==> config.mk <==
export PLATFORM = sky130hd
export DESIGN_NAME = crc_snoop_unit
export DESIGN_NICKNAME = d
export VERILOG_FILES = /design/src/rtl/crc_snoop_pkg.sv /design/src/rtl/crc_ccitt_step.sv /design/src/rtl/crc_snoop_match.sv /design/src/rtl/crc_snoop_regs.sv /design/src/rtl/crc_snoop_unit.sv
export SDC_FILE = /design/constraint.sdc
export NUM_CORES = 1
export LEC_CHECK = 0
export BUFFER_PORTS_ARGS = -buffer_cell sky130_fd_sc_hd__buf_2
export CORE_AREA = 2 2 83 85
export DETAILED_ROUTE_END_ITERATION = 6
export DIE_AREA = 0 0 85 87
export PLACE_DENSITY = 0.66
export SLEW_MARGIN = 20
export SYNTH_ARGS = -nofsm -noshare
export SYNTH_HDL_FRONTEND = slang
export SYNTH_SLANG_ARGS = --single-unit
==> constraint.sdc <==
create_clock -name clk_i -period 7.9 [get_ports clk_i]
set_input_delay 0.395 -clock clk_i [delete_from_list [all_inputs] [get_ports clk_i]]
set_output_delay 0.395 -clock clk_i [all_outputs]
set_load 0.005 [all_outputs]
==> src/rtl/crc_snoop_pkg.sv <==
package crc_snoop_pkg;
  localparam int unsigned OFF_RES_LO = 0;
  localparam int unsigned OFF_RES_HI = 1;
  localparam int unsigned OFF_FEED   = 2;
  localparam int unsigned OFF_CTRL   = 3;
  localparam int unsigned OFF_SADDR  = 4;

  localparam int unsigned CTRL_EN = 0;
  localparam int unsigned CTRL_RD = 1;

  typedef enum logic [1:0] {
    SRC_NONE,
    SRC_DIRECT,
    SRC_WSNOOP,
    SRC_RSNOOP
  } feed_src_e;

  typedef struct packed {
    logic       valid;
    logic [7:0] data;
  } feed_t;
endpackage

==> src/rtl/crc_ccitt_step.sv <==
module crc_ccitt_step #(
  parameter logic [15:0] POLY = 16'h1021
) (
  input  logic [15:0] crc_i,
  input  logic [7:0]  data_i,
  output logic [15:0] crc_o
);
  logic [8:0][15:0] stage;
  logic [7:0]       fb;

  assign stage[0] = crc_i;

  for (genvar g = 0; g < 8; g++) begin : g_bit
    assign fb[g]       = stage[g][15] ^ data_i[7-g];
    assign stage[g+1]  = {stage[g][14:0], 1'b0} ^ (fb[g] ? POLY : 16'h0000);
  end

  assign crc_o = stage[8];
endmodule

==> src/rtl/crc_snoop_match.sv <==
module crc_snoop_match
  import crc_snoop_pkg::*;
#(
  parameter int unsigned    AW        = 16,
  parameter logic [AW-1:0]  BASE_ADDR = '0,
  parameter int unsigned    NUM_REGS  = 6,
  parameter int unsigned    OFF_W     = 3
) (
  input  logic [AW-1:0]    bus_addr_i,
  input  logic [7:0]       bus_wdata_i,
  input  logic             bus_we_i,
  input  logic             bus_re_i,
  input  logic [7:0]       snoop_rdata_i,
  input  logic [AW-1:0]    snoop_addr_i,
  input  logic             snoop_en_i,
  input  logic             snoop_rd_i,
  output logic             in_win_o,
  output logic [OFF_W-1:0] off_o,
  output feed_t            feed_o,
  output feed_src_e        src_o
);
  logic [AW-1:0] rel;
  logic          hit;

  // below-base addresses wrap to large values and fall outside
  assign rel      = bus_addr_i - BASE_ADDR;
  assign in_win_o = rel < AW'(NUM_REGS);
  assign off_o    = rel[OFF_W-1:0];
  assign hit      = snoop_en_i && !in_win_o && (bus_addr_i == snoop_addr_i);

  always_comb begin
    feed_o = '0;
    src_o  = SRC_NONE;
    if (in_win_o && bus_we_i && off_o == OFF_W'(OFF_FEED)) begin
      feed_o = '{valid: 1'b1, data: bus_wdata_i};
      src_o  = SRC_DIRECT;
    end else if (hit && !snoop_rd_i && bus_we_i) begin
      feed_o = '{valid: 1'b1, data: bus_wdata_i};
      src_o  = SRC_WSNOOP;
    end else if (hit && snoop_rd_i && bus_re_i) begin
      feed_o = '{valid: 1'b1, data: snoop_rdata_i};
      src_o  = SRC_RSNOOP;
    end
  end
endmodule

==> src/rtl/crc_snoop_regs.sv <==
module crc_snoop_regs
  import crc_snoop_pkg::*;
#(
  parameter int unsigned   AW       = 16,
  parameter int unsigned   SA_BYTES = 2,
  parameter int unsigned   OFF_W    = 3,
  parameter logic [15:0]   POLY     = 16'h1021
) (
  input  logic             clk_i,
  input  logic             rst_ni,
  input  logic             in_win_i,
  input  logic [OFF_W-1:0] off_i,
  input  logic [7:0]       bus_wdata_i,
  input  logic             bus_we_i,
  input  logic             bus_re_i,
  input  feed_t            feed_i,
  output logic [15:0]      crc_o,
  output logic [AW-1:0]    snoop_addr_o,
  output logic             snoop_en_o,
  output logic             snoop_rd_o,
  output logic [7:0]       rdata_o
);
  localparam int unsigned SA_W = SA_BYTES * 8;

  logic [15:0]              crc_q, crc_nx;
  logic [1:0]               ctrl_q;
  logic [SA_BYTES-1:0][7:0] saddr_q;
  logic [SA_W-1:0]          saddr_flat;
  logic                     wr_sel, rd_sel;

  assign wr_sel = in_win_i && bus_we_i;
  assign rd_sel = in_win_i && bus_re_i;

  crc_ccitt_step #(.POLY(POLY)) step_i (
    .crc_i  (crc_q),
    .data_i (feed_i.data),
    .crc_o  (crc_nx)
  );

  always_ff @(posedge clk_i or negedge rst_ni) begin
    if (!rst_ni) begin
      crc_q <= '0;
    end else if (wr_sel && off_i == OFF_W'(OFF_RES_LO)) begin
      crc_q[7:0] <= bus_wdata_i;
    end else if (wr_sel && off_i == OFF_W'(OFF_RES_HI)) begin
      crc_q[15:8] <= bus_wdata_i;
    end else if (feed_i.valid) begin
      crc_q <= crc_nx;
    end
  end

  always_ff @(posedge clk_i or negedge rst_ni) begin
    if (!rst_ni) begin
      ctrl_q <= '0;
    end else if (wr_sel && off_i == OFF_W'(OFF_CTRL)) begin
      ctrl_q <= bus_wdata_i[1:0];
    end
  end

  for (genvar g = 0; g < SA_BYTES; g++) begin : g_saddr
    always_ff @(posedge clk_i or negedge rst_ni) begin
      if (!rst_ni) begin
        saddr_q[g] <= '0;
      end else if (wr_sel && off_i == OFF_W'(OFF_SADDR + g)) begin
        saddr_q[g] <= bus_wdata_i;
      end
    end
  end

  assign saddr_flat   = saddr_q;
  assign snoop_addr_o = saddr_flat[AW-1:0];
  assign snoop_en_o   = ctrl_q[CTRL_EN];
  assign snoop_rd_o   = ctrl_q[CTRL_RD];
  assign crc_o        = crc_q;

  always_comb begin
    rdata_o = '0;
    if (rd_sel) begin
      if (off_i == OFF_W'(OFF_RES_LO))      rdata_o = crc_q[7:0];
      else if (off_i == OFF_W'(OFF_RES_HI)) rdata_o = crc_q[15:8];
      else if (off_i == OFF_W'(OFF_CTRL))   rdata_o = {6'b0, ctrl_q};
      for (int i = 0; i < SA_BYTES; i++) begin
        if (off_i == OFF_W'(OFF_SADDR + i)) rdata_o = saddr_q[i];
      end
    end
  end
endmodule

==> src/rtl/crc_snoop_unit.sv <==
module crc_snoop_unit
  import crc_snoop_pkg::*;
#(
  parameter int unsigned   AW        = 16,
  parameter logic [AW-1:0] BASE_ADDR = AW'(16'h0380),
  parameter logic [15:0]   POLY      = 16'h1021
) (
  input  logic          clk_i,
  input  logic          rst_ni,
  input  logic [AW-1:0] bus_addr_i,
  input  logic [7:0]    bus_wdata_i,
  input  logic          bus_we_i,
  input  logic          bus_re_i,
  input  logic [7:0]    snoop_rdata_i,
  output logic [7:0]    reg_rdata_o
);
  localparam int unsigned SA_BYTES = (AW + 7) / 8;
  localparam int unsigned NUM_REGS = OFF_SADDR + SA_BYTES;
  localparam int unsigned OFF_W    = $clog2(NUM_REGS);

  logic             in_win;
  logic [OFF_W-1:0] off;
  feed_t            feed;
  feed_src_e        src;
  logic [AW-1:0]    snoop_addr;
  logic             snoop_en, snoop_rd;
  logic [15:0]      crc_q;
  logic             feed_vld;

  crc_snoop_match #(
    .AW(AW), .BASE_ADDR(BASE_ADDR), .NUM_REGS(NUM_REGS), .OFF_W(OFF_W)
  ) match_i (
    .bus_addr_i    (bus_addr_i),
    .bus_wdata_i   (bus_wdata_i),
    .bus_we_i      (bus_we_i),
    .bus_re_i      (bus_re_i),
    .snoop_rdata_i (snoop_rdata_i),
    .snoop_addr_i  (snoop_addr),
    .snoop_en_i    (snoop_en),
    .snoop_rd_i    (snoop_rd),
    .in_win_o      (in_win),
    .off_o         (off),
    .feed_o        (feed),
    .src_o         (src)
  );

  crc_snoop_regs #(
    .AW(AW), .SA_BYTES(SA_BYTES), .OFF_W(OFF_W), .POLY(POLY)
  ) regs_i (
    .clk_i        (clk_i),
    .rst_ni       (rst_ni),
    .in_win_i     (in_win),
    .off_i        (off),
    .bus_wdata_i  (bus_wdata_i),
    .bus_we_i     (bus_we_i),
    .bus_re_i     (bus_re_i),
    .feed_i       (feed),
    .crc_o        (crc_q),
    .snoop_addr_o (snoop_addr),
    .snoop_en_o   (snoop_en),
    .snoop_rd_o   (snoop_rd),
    .rdata_o      (reg_rdata_o)
  );

  assign feed_vld = feed.valid && (src != SRC_NONE);
endmodule

==> metrics.txt, run 1 <==
crit end category=flip-flop; RSZ-0062 raised after global routing=no; Mapped Cells=about 220; met2 WL post-DR=slightly above 3 mm; Post-CTS Setup Bufs=0; Final period util=0.3911; diodes inserted=0; TritonCTS clock tree=done; Mapped Nets=between 200 and 300; Gate power share=0.095; status=completed; NetSw=approximately 0.09 mW; Clk network pwr share=0.427; total CTS buffers=5; initial antenna violation count=0; Post-synth EDFFs=0; Seq pwr share=0.478; first-pass GRT wire length=10.27 mm; Final ANT Viol Nets=0; Initial Utilization=0.3611; synthesis-stage register bit count=34; Peak supply drop=roughly 0.10 mV; fillcell total=between 600 and 700; CTS Hold Bufs=0; Port-buffer cells=43; vias in the first global route=roughly 1900; DP HPWL=around 4.7 mm; fin cells=approximately 350; Yosys cell types=43; Highest Signal Layer=met4; DRT Pass-1 Iters=4; Hold Slack=approximately 170 ps; Slew Limit Fails=0; pin count of the biggest net entering global routing=35; Clk pin slew, worst setup/hold paths=roughly 80 ps; Period minus WS final=between 3000 and 4000 ps; WP data arrival=3270 ps; commonest non-fill, non-tap cell in the layout=buf_2; Slew headroom=0.3555; global route total overflow=0; PostCTS Resize Cnt=0; Post-Place Cells=337; gr usage total=0.1791; Die Ht=87 um; core area=around 0.0066 mm2; WL final=between 6 and 7 mm; CP Class=flip-flop to flip-flop; Nets=301; mapped cell area=around 0.0024 mm2; Worst-Margin Slew=959.4 ps; fin area=approximately 0.0028 mm2; worst-skew pair later-pin latency=about 290 ps; Vias/cell=5.403; internal power=approximately 0.27 mW; Sw Share=0.2456; CTS Buffer Depth=2; number of warning messages in the yosys log=0; CTS sink cnt=34; Final Hold Viols=0; crit-path max FO=9; pre-CTS setup slack=~4500 ps; gpl congestion=around 0.83; Met1 Wirelength=2.812 mm; commonest cells after routing, fill and taps aside=43 x buf_2, 34 x dfrtp_1, 24 x xor2_1; ys async rst share=1.000; Syn Area/Cell=between 10 and 15 um2; share of layout cells above drive strength 1=0.3472; sequential share of the synthesized area=0.3586; met3 wire len=between 200 and 300 um; Ports=between 40 and 50; initial detailed-routing violation count=roughly 140; Static Leak=about 1.3 nW; pwr/cell area=around 130 mW/mm2; Die ar.=0.007395 mm2; Worst Hold Class=input pin to async pin; Most used DFF post-synth=dfrtp_1; setup_tns=0 ps; Worst Slack Setup Final=between 4000 and 5000 ps; via count=1864; maxcap violations=0; Rows=30; endpoints failing setup=0; Syn-to-layout area delta=16.09%; Chip Width=around 85 um; routed len/inst=around 18 um; CTS Root Cell=clkbuf_8; clock skew=between 9 and 10 ps; H-tree depth=2; CP required=8080 ps; Fmax achieved=~320 MHz; DRC viols=0; CP Launch Type=flip-flop; placed inst area=around 0.0026 mm2
[state kept, by name (all words and copies together) (netlist names)]
signal               cells
regs_i.crc_o            16
regs_i.snoop_addr_o     16
regs_i.ctrl_q            2
[layer usage]
layer | vias up | GRT usage
met5 | - | 0
met4 | 0 | 0.03319
met3 | 2 | 0.03412
met2 | 47 | 0.2990
met1 | 909 | 0.2452
li1 | 906 | -
[cells by family (layout without fill, tap and decap cells)]
| family | after synthesis | after routing | synth area share |
|---|---|---|---|
| xor gates and xnor gates | 42 | 42 | 0.1677 |
| and+or+nand+nor | 54 | 54 | 0.1403 |
| AOI/OAI and AO/OA | 49 | 49 | 0.1493 |
| muxes | 32 | 32 | 0.1572 |
| DFF | 34 | 34 | 0.3587 |
| adders and majority gates | 1 | 1 | 0.005273 |
| buffers and inverters | 12 | 53 | 0.02163 |
[cell usage after synthesis, types with 2 or more instances]
cell type,count,area (um2)
a31oi_1,2,12.51
mux4_2,2,45.04
dfrtp_1,34,850.8
or4_1,2,15.01
nor3_1,4,20.02
mux2i_1,8,80.08
nand3_1,3,15.01
buf_2,2,10.01
nand2_1,9,33.78
clkbuf_1,5,18.77
nor2_1,11,41.29
nor2b_1,6,37.54
o22a_1,2,17.52
o22ai_1,11,68.82
a21oi_1,12,60.06
xnor2_2,4,65.06
a22oi_1,4,30.03
a211oi_1,8,60.06
buf_1,2,7.510
mux2_2,22,247.7
inv_1,2,7.510
o21ai_0,3,15.01
a22oi_2,4,50.05
nor4_1,2,12.51
nand2b_1,5,31.28
xor2_1,24,210.2
xnor2_1,14,122.6
or2_2,2,12.51
[stage by stage]
stage | utilization | power, mW
finish | 0.4192 | 0.3641
global route | 0.4192 | 0.3764
CTS | 0.4192 | 0.3645
detailed placement | 0.4025 | 0.2125
global placement | 0.4025 | 0.2124
floorplan | - | 0.1916
[power groups by stage]
stage	combinational, mW	clock [mW]	sequential, mW
2_1_floorplan	0.0141	0	0.178
3_3_place_gp	0.0348	0	0.178
3_5_place_dp	0.0349	0	0.178
4_1_cts	0.0351	0.155	0.174
5_1_grt	0.0385	0.164	0.174
6_report	0.0345	0.155	0.174
[cell type report]
| class | instances | area (um2) | area share |
|---|---|---|---|
| clock buffer | 8 | 110.1 | 0.03998 |
| inverter | 2 | 7.507 | 0.002726 |
| multi-input combinational | 178 | 1470 | 0.5338 |
| sequential | 34 | 850.8 | 0.3090 |
| tap | 80 | 100.1 | 0.03635 |
| timing repair buffer | 43 | 215.2 | 0.07815 |
[critical path, stage by stage, from the launching register on]
cell and delay [ps]:
dfrtp_1 410, xor2_1 160, nor4_2 330, nand4_2 210, o41ai_4 720, a22oi_2 140
xnor2_2 230, xnor2_1 390, a21oi_1 120, mux2_2 270
[final timing paths]
check,end,slack [ps],depth (start not counted),from
min in group clk_i,regs_i.crc_o[10]$_DFFE_PN0P_,390,3,bus_wdata_i[2]
hold / removal,regs_i.crc_o[7]$_DFFE_PN0P_,170,1,rst_ni
hold reg to reg,regs_i.ctrl_q[0]$_DFFE_PN0P_,560,1,regs_i.ctrl_q[0]$_DFFE_PN0P_
max in group asynchronous,regs_i.crc_o[2]$_DFFE_PN0P_,7230,1,rst_ni
setup reg to reg,regs_i.crc_o[1]$_DFFE_PN0P_,4810,9,regs_i.snoop_addr_o[14]$_DFFE_PN0P_
setup / recovery,regs_i.crc_o[1]$_DFFE_PN0P_,4810,9,regs_i.snoop_addr_o[14]$_DFFE_PN0P_
Power figures use the tool's default switching activity.
==> run 2, diff against run 1 <==
--- a/config.mk
+++ b/config.mk
@@ -5,11 +5,12 @@
 export SDC_FILE = /design/constraint.sdc
 export NUM_CORES = 1
 export LEC_CHECK = 0
+export ABC_AREA = 1
 export BUFFER_PORTS_ARGS = -buffer_cell sky130_fd_sc_hd__buf_2
-export CORE_AREA = 2 2 83 85
+export CORE_AREA = 2 2 92 94
 export DETAILED_ROUTE_END_ITERATION = 6
-export DIE_AREA = 0 0 85 87
-export PLACE_DENSITY = 0.66
+export DIE_AREA = 0 0 94 96
+export PLACE_DENSITY = 0.68
 export SLEW_MARGIN = 20
 export SYNTH_ARGS = -nofsm -noshare
 export SYNTH_HDL_FRONTEND = slang
==> constraint.sdc (replaced) <==
create_clock -name clk_i -period 2.78 [get_ports clk_i]
set_input_delay 0.139 -clock clk_i [delete_from_list [all_inputs] [get_ports clk_i]]
set_output_delay 0.139 -clock clk_i [all_outputs]
set_load 0.005 [all_outputs]
==> metrics.txt, run 2 <==
Slew headroom=0.4840; Port-buffer cells=43; endpoints failing setup=0; Final Hold Viols=0; Worst Slack Setup Final=436.3 ps; Most used DFF post-synth=dfrtp_1; Chip Width=94 um; initial antenna violation count=0; gpl congestion=0.9019; Clk pin slew, worst setup/hold paths=around 80 ps; Reg-to-Reg End=regs_i.crc_o[2]$_DFFE_PN0P_; Die ar.=0.009024 mm2; crit-path max FO=7; Sw Share=0.2596; initial detailed-routing violation count=219; ranking of synthesized cells by area=dfrtp_1 28%, nand2_1 21%, inv_1 8.9%, nand3_1 6.3%, o21ai_0 6.0%; startpoint of the worst-slack reg-to-reg timing path=regs_i.snoop_addr_o[14]$_DFFE_PN0P_; mapped cell area=around 0.0030 mm2; status=completed; global route total overflow=0; Final period util=0.8431; maxcap violations=0; clock skew=9.275 ps; vias in the first global route=around 3300; commonest non-fill, non-tap cell in the layout=nand2_1; Yosys cell types=30; pre-CTS setup slack=about 270 ps; Fmax achieved=around 430 MHz; ys async rst share=1.000; RSZ-0062 raised after global routing=no; core area=0.008051 mm2; TritonCTS clock tree=done; Hold EP=regs_i.snoop_addr_o[10]$_DFFE_PN0P_; DP HPWL=between 7 and 8 mm; Ports=44; hold-critical path depth=3; Syn Area/Cell=roughly 6 um2; crit end category=flip-flop; Worst-Margin Slew=774.0 ps; pwr/cell area=315.5 mW/mm2; WL final=9.561 mm; first-pass GRT wire length=15.43 mm; CP Cell Sequence=inv_1 > nand2_1 > nand2_1 > nand3_1 > nor2_1 > nand2_1 > nor2_2 > nand2_2 > nor2_4 > nand2_1 > nand2_1 > nand3_1 > nand2_2 > nand2_1 > a21oi_1 > o22ai_1; Static Leak=1.723 nW; internal power=around 0.81 mW; DRT Pass-1 Iters=5; gr usage total=0.2191; diodes inserted=0; min-delay src=bus_wdata_i[2]; routed len/inst=14.60 um; number of warning messages in the yosys log=0; Post-synth top cells=169 x nand2_1, 71 x inv_1, 41 x nor2_1, 38 x nand3_1, 36 x o21ai_0; NetSw=~0.28 mW; Nets=586; CTS Root Cell=clkbuf_8; total CTS buffers=5; R2R Setup Slk=440 ps; via count=~3400; Mapped Cells=499; Critical-path top delay cell=dfrtp_1; pin count of the biggest net entering global routing=35; Syn-to-layout area delta=15.43%; commonest cells after routing, fill and taps aside=169 x nand2_1, 71 x inv_1, 43 x buf_2; Initial Utilization=0.3726; Worst Hold Class=input pin to flip-flop; DRC viols=0; Slew Limit Fails=0; critical path's most frequent cell=nand2_1; Seq pwr share=0.453; CTS Buffer Depth=2; sequential share of the synthesized area=0.2836; Peak supply drop=~0.20 mV; Post-CTS Setup Bufs=0; Die Ht=between 90 and 100 um; worst-skew pair later-pin latency=290 ps; Buf/Inv on CP=1; synthesis-stage register bit count=34; CP delay by family, top=simple AND/OR/NAND/NOR gates; setup_tns=0 ps; share of layout cells above drive strength 1=0.1564; Reg2Reg Depth=16; WP data arrival=2510 ps; Period minus WS final=2344 ps; Rows=33; leading area contributor after synthesis=dfrtp_1; Critical Path Max Stage Delay=between 400 and 500 ps; CP required=roughly 3000 ps; CTS Hold Bufs=1; Mapped Nets=around 540; CP Class=flip-flop to flip-flop; Clk network pwr share=0.418; Gate power share=0.129; PostCTS Resize Cnt=0; most frequent cell after synthesis=nand2_1; CTS sink cnt=34; CP Launch Type=flip-flop; Vias/cell=5.223; Final ANT Viol Nets=0; H-tree depth=2; Post-synth EDFFs=0; top-area cell type share of the netlist area=0.2836
[run 2: per-stage QoR]
step | total power [mW] | hold WS, ps | util | cells | instance area, um2
final | 1.093 | 210.2 | 0.4301 | 655 | 3463
after global routing | 1.139 | 238.4 | 0.4301 | 655 | 3463
after CTS | 1.102 | 206.6 | 0.4301 | 655 | 3463
after detailed placement | 0.6431 | 265.9 | 0.4157 | 646 | 3347
after global placement | 0.6433 | 271.2 | 0.4157 | 646 | 3347
after floorplan | 0.5708 | -156.6 | - | 499 | 3000
[run 2: power groups by stage]
stage                     combinational (mW)  sequential, mW  clock, mW
after floorplan                       0.0661           0.505          0
after global placement                 0.139           0.505          0
after detailed placement               0.138           0.505          0
after CTS                              0.140           0.495      0.467
after global routing                   0.158           0.495      0.486
final                                  0.141           0.495      0.457
[run 2: kinds of logic after synthesis]
kind of cell    count (synthesis)  share of synthesized area
buf+inv                        86                     0.1076
xor+xnor                        7                    0.02043
simple gates                  291                     0.4370
fa+ha+maj                       1                   0.004169
compound gates                 80                     0.1472
flops                          34                     0.2836
[run 2: worst max-delay path by stage]
stage	from	end	slack [ps]	depth (start not counted)
floorplan	bus_addr_i[7]	regs_i.crc_o[14]$_DFFE_PN0P_	900	17
global placement	bus_addr_i[7]	regs_i.crc_o[2]$_DFFE_PN0P_	290	16
detailed placement	bus_addr_i[7]	regs_i.crc_o[2]$_DFFE_PN0P_	270	16
CTS	regs_i.snoop_addr_o[10]$_DFFE_PN0P_	regs_i.crc_o[2]$_DFFE_PN0P_	500	14
global route	regs_i.snoop_addr_o[14]$_DFFE_PN0P_	regs_i.crc_o[12]$_DFFE_PN0P_	230	20
finish	regs_i.snoop_addr_o[14]$_DFFE_PN0P_	regs_i.crc_o[2]$_DFFE_PN0P_	440	16
[run 2: metal layers]
| layer | part of all wire | vias to the layer above | GRT usage | routed length (um) |
|---|---|---|---|---|
| li1 | - | 1702 | - | - |
| met1 | 0.44 | 1550 | 0.2785 | 4208 |
| met2 | 0.46 | 136 | 0.3780 | 4434 |
| met3 | 0.063 | 33 | 0.02741 | 605 |
| met4 | 0.033 | 0 | 0.08816 | 313 |
| met5 | 0 | - | 0 | 0 |
[run 2: layout make-up]
class,instances,area [um2]
Fill cell,862,4588
Multi-Input combinational cell,379,1827
Sequential cell,34,850.8
Inverter,84,315.3
Timing Repair Buffer,45,232.7
Tap cell,105,131.4
Clock buffer,7,76.32
Clock inverter,1,30.03
[run 2: worst register-to-register path, cell delays in order, from the launching register on]
cell and delay, ps:
dfrtp_1 440, inv_1 70, nand2_1 50, nand2_1 70, nand3_1 70, nor2_1 110, nand2_1 80, nor2_2 200
nand2_2 100, nor2_4 180, nand2_1 80, nand2_1 90, nand3_1 80, nand2_2 170, nand2_1 120, a21oi_1 230
o22ai_1 100
